==> config.mk <==
export PLATFORM = sky130hd
export DESIGN_NAME = token_ring_fifo
export DESIGN_NICKNAME = d
export VERILOG_FILES = /design/src/rtl/tokring_pkg.sv /design/src/rtl/ring_hs_port.sv /design/src/rtl/ring_cell.sv /design/src/rtl/token_ring_fifo.sv
export SDC_FILE = /design/constraint.sdc
export NUM_CORES = 1
export LEC_CHECK = 0
export BUFFER_PORTS_ARGS = -buffer_cell sky130_fd_sc_hd__buf_2
export CAP_MARGIN = 20
export CORE_MARGIN = 5
export CORE_UTILIZATION = 55
export CTS_CLUSTER_SIZE = 25
export DETAILED_ROUTE_END_ITERATION = 10
export GPL_ROUTABILITY_DRIVEN = 0
export HOLD_SLACK_MARGIN = 0.12
export PLACE_DENSITY_LB_ADDON = 0.12
export SYNTH_ARGS = -nofsm -noshare
export SYNTH_HDL_FRONTEND = slang
export SYNTH_SLANG_ARGS = --single-unit
==> constraint.sdc <==
create_clock -name clk -period 3.7 [get_ports clk]
set_input_delay 0.555 -clock clk [delete_from_list [all_inputs] [get_ports clk]]
set_output_delay 0.555 -clock clk [all_outputs]
set_load 0.05 [all_outputs]
==> src/rtl/tokring_pkg.sv <==
package tokring_pkg;

    // Phase of one four-phase port.
    typedef enum logic {
        PH_IDLE = 1'b0,
        PH_ACK  = 1'b1
    } hs_phase_e;

    // Control state held by each ring cell.
    typedef struct packed {
        logic wtok;   // write token present
        logic rtok;   // read token present
        logic full;   // holds an unread word
    } cell_ctl_t;

    // Index of the upstream neighbour in the ring.
    function automatic int unsigned ring_prev(input int unsigned idx, input int unsigned depth);
        return (idx == 0) ? depth - 1 : idx - 1;
    endfunction

endpackage

==> src/rtl/ring_hs_port.sv <==
module ring_hs_port
    import tokring_pkg::*;
(
    input  logic clk,
    input  logic rst,
    input  logic req,
    input  logic ready,
    output logic ack,
    output logic fire
);
    hs_phase_e phase_q;

    assign fire = req && (phase_q == PH_IDLE) && ready;
    assign ack  = (phase_q == PH_ACK);

    always_ff @(posedge clk) begin
        if (rst) begin
            phase_q <= PH_IDLE;
        end else if (fire) begin
            phase_q <= PH_ACK;
        end else if (!req) begin
            phase_q <= PH_IDLE;
        end
    end

    AST_ACK_HOLD: assert property (@(posedge clk) disable iff (rst)
        (ack && req) |=> ack);
    AST_ACK_RELEASE: assert property (@(posedge clk) disable iff (rst)
        (ack && !req) |=> !ack);
endmodule

==> src/rtl/ring_cell.sv <==
module ring_cell
    import tokring_pkg::*;
#(
    parameter int unsigned WIDTH   = 8,
    parameter bit          STARTER = 1'b0
) (
    input  logic             clk,
    input  logic             rst,
    input  logic             wr_fire,
    input  logic             rd_fire,
    input  logic             wtok_in,
    input  logic             rtok_in,
    input  logic [WIDTH-1:0] wdata,
    output logic             wtok,
    output logic             rtok,
    output logic             full,
    output logic [WIDTH-1:0] word
);
    cell_ctl_t        ctl_q;
    logic [WIDTH-1:0] word_q;

    always_ff @(posedge clk) begin
        if (rst) begin
            ctl_q  <= '{wtok: STARTER, rtok: STARTER, full: 1'b0};
            word_q <= '0;
        end else begin
            if (wr_fire) begin
                ctl_q.wtok <= wtok_in;
                if (ctl_q.wtok) begin
                    word_q     <= wdata;
                    ctl_q.full <= 1'b1;
                end
            end
            if (rd_fire) begin
                ctl_q.rtok <= rtok_in;
                if (ctl_q.rtok) begin
                    ctl_q.full <= 1'b0;
                end
            end
        end
    end

    assign wtok = ctl_q.wtok;
    assign rtok = ctl_q.rtok;
    assign full = ctl_q.full;
    assign word = word_q;

    AST_CELL_KEEP: assert property (@(posedge clk) disable iff (rst)
        (ctl_q.full && $past(ctl_q.full)) |-> $stable(word_q));
endmodule

==> src/rtl/token_ring_fifo.sv <==
module token_ring_fifo
    import tokring_pkg::*;
#(
    parameter int unsigned DEPTH = 4,
    parameter int unsigned WIDTH = 8
) (
    input  logic             clk,
    input  logic             rst,
    input  logic             put_req,
    input  logic [WIDTH-1:0] put_data,
    output logic             put_ack,
    input  logic             get_req,
    output logic             get_ack,
    output logic [WIDTH-1:0] get_data
);
    localparam int unsigned CNT_W = $clog2(DEPTH + 1);

    logic [DEPTH-1:0] wtok_v, rtok_v, full_v;
    logic [WIDTH-1:0] word_a [DEPTH];
    logic             wr_fire, rd_fire, wr_ready, rd_ready;
    logic [WIDTH-1:0] rd_word, rdata_q;

    for (genvar i = 0; i < DEPTH; i++) begin : g_cell
        localparam int unsigned PREV = ring_prev(i, DEPTH);
        ring_cell #(.WIDTH(WIDTH), .STARTER(i == 0)) u_cell (
            .clk     (clk),
            .rst     (rst),
            .wr_fire (wr_fire),
            .rd_fire (rd_fire),
            .wtok_in (wtok_v[PREV]),
            .rtok_in (rtok_v[PREV]),
            .wdata   (put_data),
            .wtok    (wtok_v[i]),
            .rtok    (rtok_v[i]),
            .full    (full_v[i]),
            .word    (word_a[i])
        );
    end

    assign wr_ready = |(wtok_v & ~full_v);
    assign rd_ready = |(rtok_v & full_v);

    always_comb begin
        rd_word = '0;
        for (int i = 0; i < DEPTH; i++) begin
            if (rtok_v[i]) rd_word = rd_word | word_a[i];
        end
    end

    ring_hs_port u_put_port (
        .clk(clk), .rst(rst), .req(put_req), .ready(wr_ready),
        .ack(put_ack), .fire(wr_fire)
    );

    ring_hs_port u_get_port (
        .clk(clk), .rst(rst), .req(get_req), .ready(rd_ready),
        .ack(get_ack), .fire(rd_fire)
    );

    always_ff @(posedge clk) begin
        if (rst) begin
            rdata_q <= '0;
        end else if (rd_fire) begin
            rdata_q <= rd_word;
        end
    end

    assign get_data = rdata_q;

    AST_WTOK_ONEHOT: assert property (@(posedge clk) disable iff (rst)
        $onehot(wtok_v));
    AST_RTOK_ONEHOT: assert property (@(posedge clk) disable iff (rst)
        $onehot(rtok_v));
    AST_NO_READ_EMPTY: assert property (@(posedge clk) disable iff (rst)
        $rose(get_ack) |-> (CNT_W'($countones($past(full_v))) != '0));
    AST_RDATA_HOLD: assert property (@(posedge clk) disable iff (rst)
        (get_ack && $past(get_ack)) |-> $stable(get_data));
    AST_NO_OVERFLOW: assert property (@(posedge clk) disable iff (rst)
        (&full_v) |=> !$rose(put_ack));
endmodule

==> impl_results.md <==
- Worst VDD drop: 0.286 mV
- Critical path arrival: 2.05 ns
- GRT Util Overall: 0.184
- Yosys top cell by area: dfxtp_1
- Register area share after synthesis: 0.461
- R2R Path End: get_data[7]
- Die W: 75.3 um
- Worst R2R Setup Slack: 1.85 ns
- Critical path required time: 3.90 ns
- Layout area overhead: 9.66%
- Pwr/cell area: 436 mW/mm^2
- Clock transition at path regs: 0.10 ns
- Multi-input logic area: 0.00118 sq mm
- Hold endpoint: g_cell[1].u_cell.word[5]
- Worst hold path class: reg -> reg
- Seq pwr share: 0.565
- CTS resizes: 0
- Final net count: 264
- Area of the mapped netlist: 0.00234 sq mm
- Number of global-route vias before repair: 1546
- Synth area leaders: dfxtp_1, mux2i_1, nand2_1, a22oi_1, mux2_4
- Largest net degree at the start of global routing: 54
- Hold path start: g_cell[1].u_cell.word[5]
- I/O Buffers: 21
- Max Slew Vio Count: 0
- Mapped Cells: 237
- DR WL/cell: 15.8 um
- Crit path time final: 1.85 ns
- Clk buf depth: 2
- DRC: 0
- Number of setup violations in the final report: 0
- Detailed Routing Iterations Pass 1: 4
- Latest clock arrival within the worst-skew pair: 0.31 ns
- Hold buffer count at CTS: 0
- Global-route wire length before repair: 7.73 mm
- Final Hold Vio Count: 0
- Max Cap Violations: 0
- Core ar.: 0.00406 sq mm
- Worst R2R Start: g_cell[0].u_cell.rtok
- Via count: 1699
- GRT overflow: 0
- Status: finished, final reports clean
- P_int: 0.819 mW
- Root Driver: clkbuf_8
- CTS Buf Count: 5
- Detailed placement HPWL: 3.21 mm
- FILL cells: 356
- Crit end category: register
- Post-synthesis cell type count: 29
- Worst slew pin tran: 0.825 ns
- Share of layout cells above drive strength 1: 0.182
- Postcts setup bufs: 0
- Most frequent cells in the layout: dfxtp_1, nand2_1, mux2i_1
- H-tree depth: 2
- Seq cells post-synth: 54
- Post-synth top area share: 0.461
- Switching power: 0.302 mW
- Ports: 22
- Register-to-Register Path Depth: 3
- Core Util, Final: 0.634
- Antenna Violating Nets Remaining: 0
- CTS tree: yes
- Overall power: 1.12 mW
- Leakage: 1.15 nW
- Effective utilization at floorplan: 0.578
- Most common cell after layout, fill and taps aside: dfxtp_1
- N_diodes: 0
- Fmax: 539 MHz
- Sw Share: 0.269
- Max_slew headroom: 0.449
- Worst-path fanout max: 12
- Initial antenna violation count: 0
- Clock sink count: 54
- Final setup TNS: 0 ns
- RSZ-0062 raised after global routing: false
- Die Footprint: 0.00567 sq mm
- Drt total wl: 4.79 mm
- Startpoint types: register
- Post-Syn Nets: 249
- Die extent in y: 75.3 um
- Hold Crit Depth: 2
- Register Area: 0.00108 sq mm
- Yosys warns: 0
- Row count: 23
- Clock share of power: 0.308
- DR iter-0 viols: 128
- Final cycle utilization of the critical path: 0.501
- Vias per cell: 5.61
- Critical path class: reg -> reg
- Comb pwr share: 0.127
- Mean post-synth cell area: 9.89 sq um
- Clock skew: 0.00650 ns
[synthesized netlist by cell type]
master,instances
o22ai_1,3
buf_6,2
mux2_4,7
clkbuf_1,10
o21ai_0,4
nand2_1,47
o211a_1,1
a211oi_4,1
inv_1,3
a21oi_1,12
inv_2,1
dfxtp_1,54
nand2b_1,5
o211ai_1,1
mux2i_1,36
buf_4,3
nor2_1,2
nor2b_1,12
mux2_1,1
o41ai_1,4
and3b_1,4
a311oi_1,1
buf_1,1
a41oi_1,1
a22oi_1,16
a211o_1,1
o41a_1,1
a22oi_2,2
nand4_1,1
[power by group through the flow]
| stage | clock, mW | combinational [mW] | sequential, mW |
|---|---|---|---|
| finish | 0.345 | 0.142 | 0.633 |
| global route | 0.378 | 0.155 | 0.637 |
| CTS | 0.354 | 0.143 | 0.633 |
| detailed placement | 0 | 0.143 | 0.646 |
| global placement | 0 | 0.141 | 0.646 |
| floorplan | 0 | 0.105 | 0.645 |
[kinds of logic after synthesis]
family / synth area share
compound gates: 0.151
flops: 0.461
mux: 0.203
buf+inv: 0.0432
simple gates: 0.141
[worst max-delay path: stages, from the launching register on]
cell and delay, ns:
dfxtp_1 0.68, a22oi_2 0.22, a211oi_4 0.47, mux2_1 0.37
[routing by layer]
metal,GRT usage,vias up,share of wire
met5,0,-,0
met4,0.0680,0,0.014
met3,0.0449,5,0.043
met2,0.279,37,0.44
met1,0.256,794,0.50
li1,-,863,-
[cell type report]
class	instances	share of cell area
flip-flops and latches	54	0.420
repair buffers	24	0.0496
clock buffers	6	0.0321
multi-input cells	163	0.461
well taps	50	0.0243
clock inverters	2	0.00681
inverters	4	0.00584
[per-stage QoR]
stage	setup WS [ns]	instances	area, sq um	hold WS [ns]
after global placement	1.74	295	2470	0.445
after detailed placement	1.72	295	2470	0.453
final	1.85	303	2570	0.463
after CTS	1.83	303	2570	0.466
after floorplan	2.27	237	2340	0.435
after global routing	1.72	303	2570	0.483
[state kept, by name, indices dropped and copies added, names as in the netlist]
name	flops
g_cell.u_cell.word	32
get_data	8
g_cell.u_cell.full	4
g_cell.u_cell.rtok	4
g_cell.u_cell.wtok	4
u_get_port.ack	1
u_put_port.ack	1
[worst max-delay path by stage]
stage,from,endpoint,cells past startpoint
after detailed placement,rst,g_cell[2].u_cell.word[7],4
after floorplan,u_put_port.ack,g_cell[0].u_cell.word[0],4
after CTS,g_cell[0].u_cell.rtok,get_data[7],3
final,g_cell[0].u_cell.rtok,get_data[7],3
after global placement,rst,g_cell[1].u_cell.word[6],4
after global routing,g_cell[0].u_cell.rtok,get_data[7],3
(Power assumes the default switching activity.)
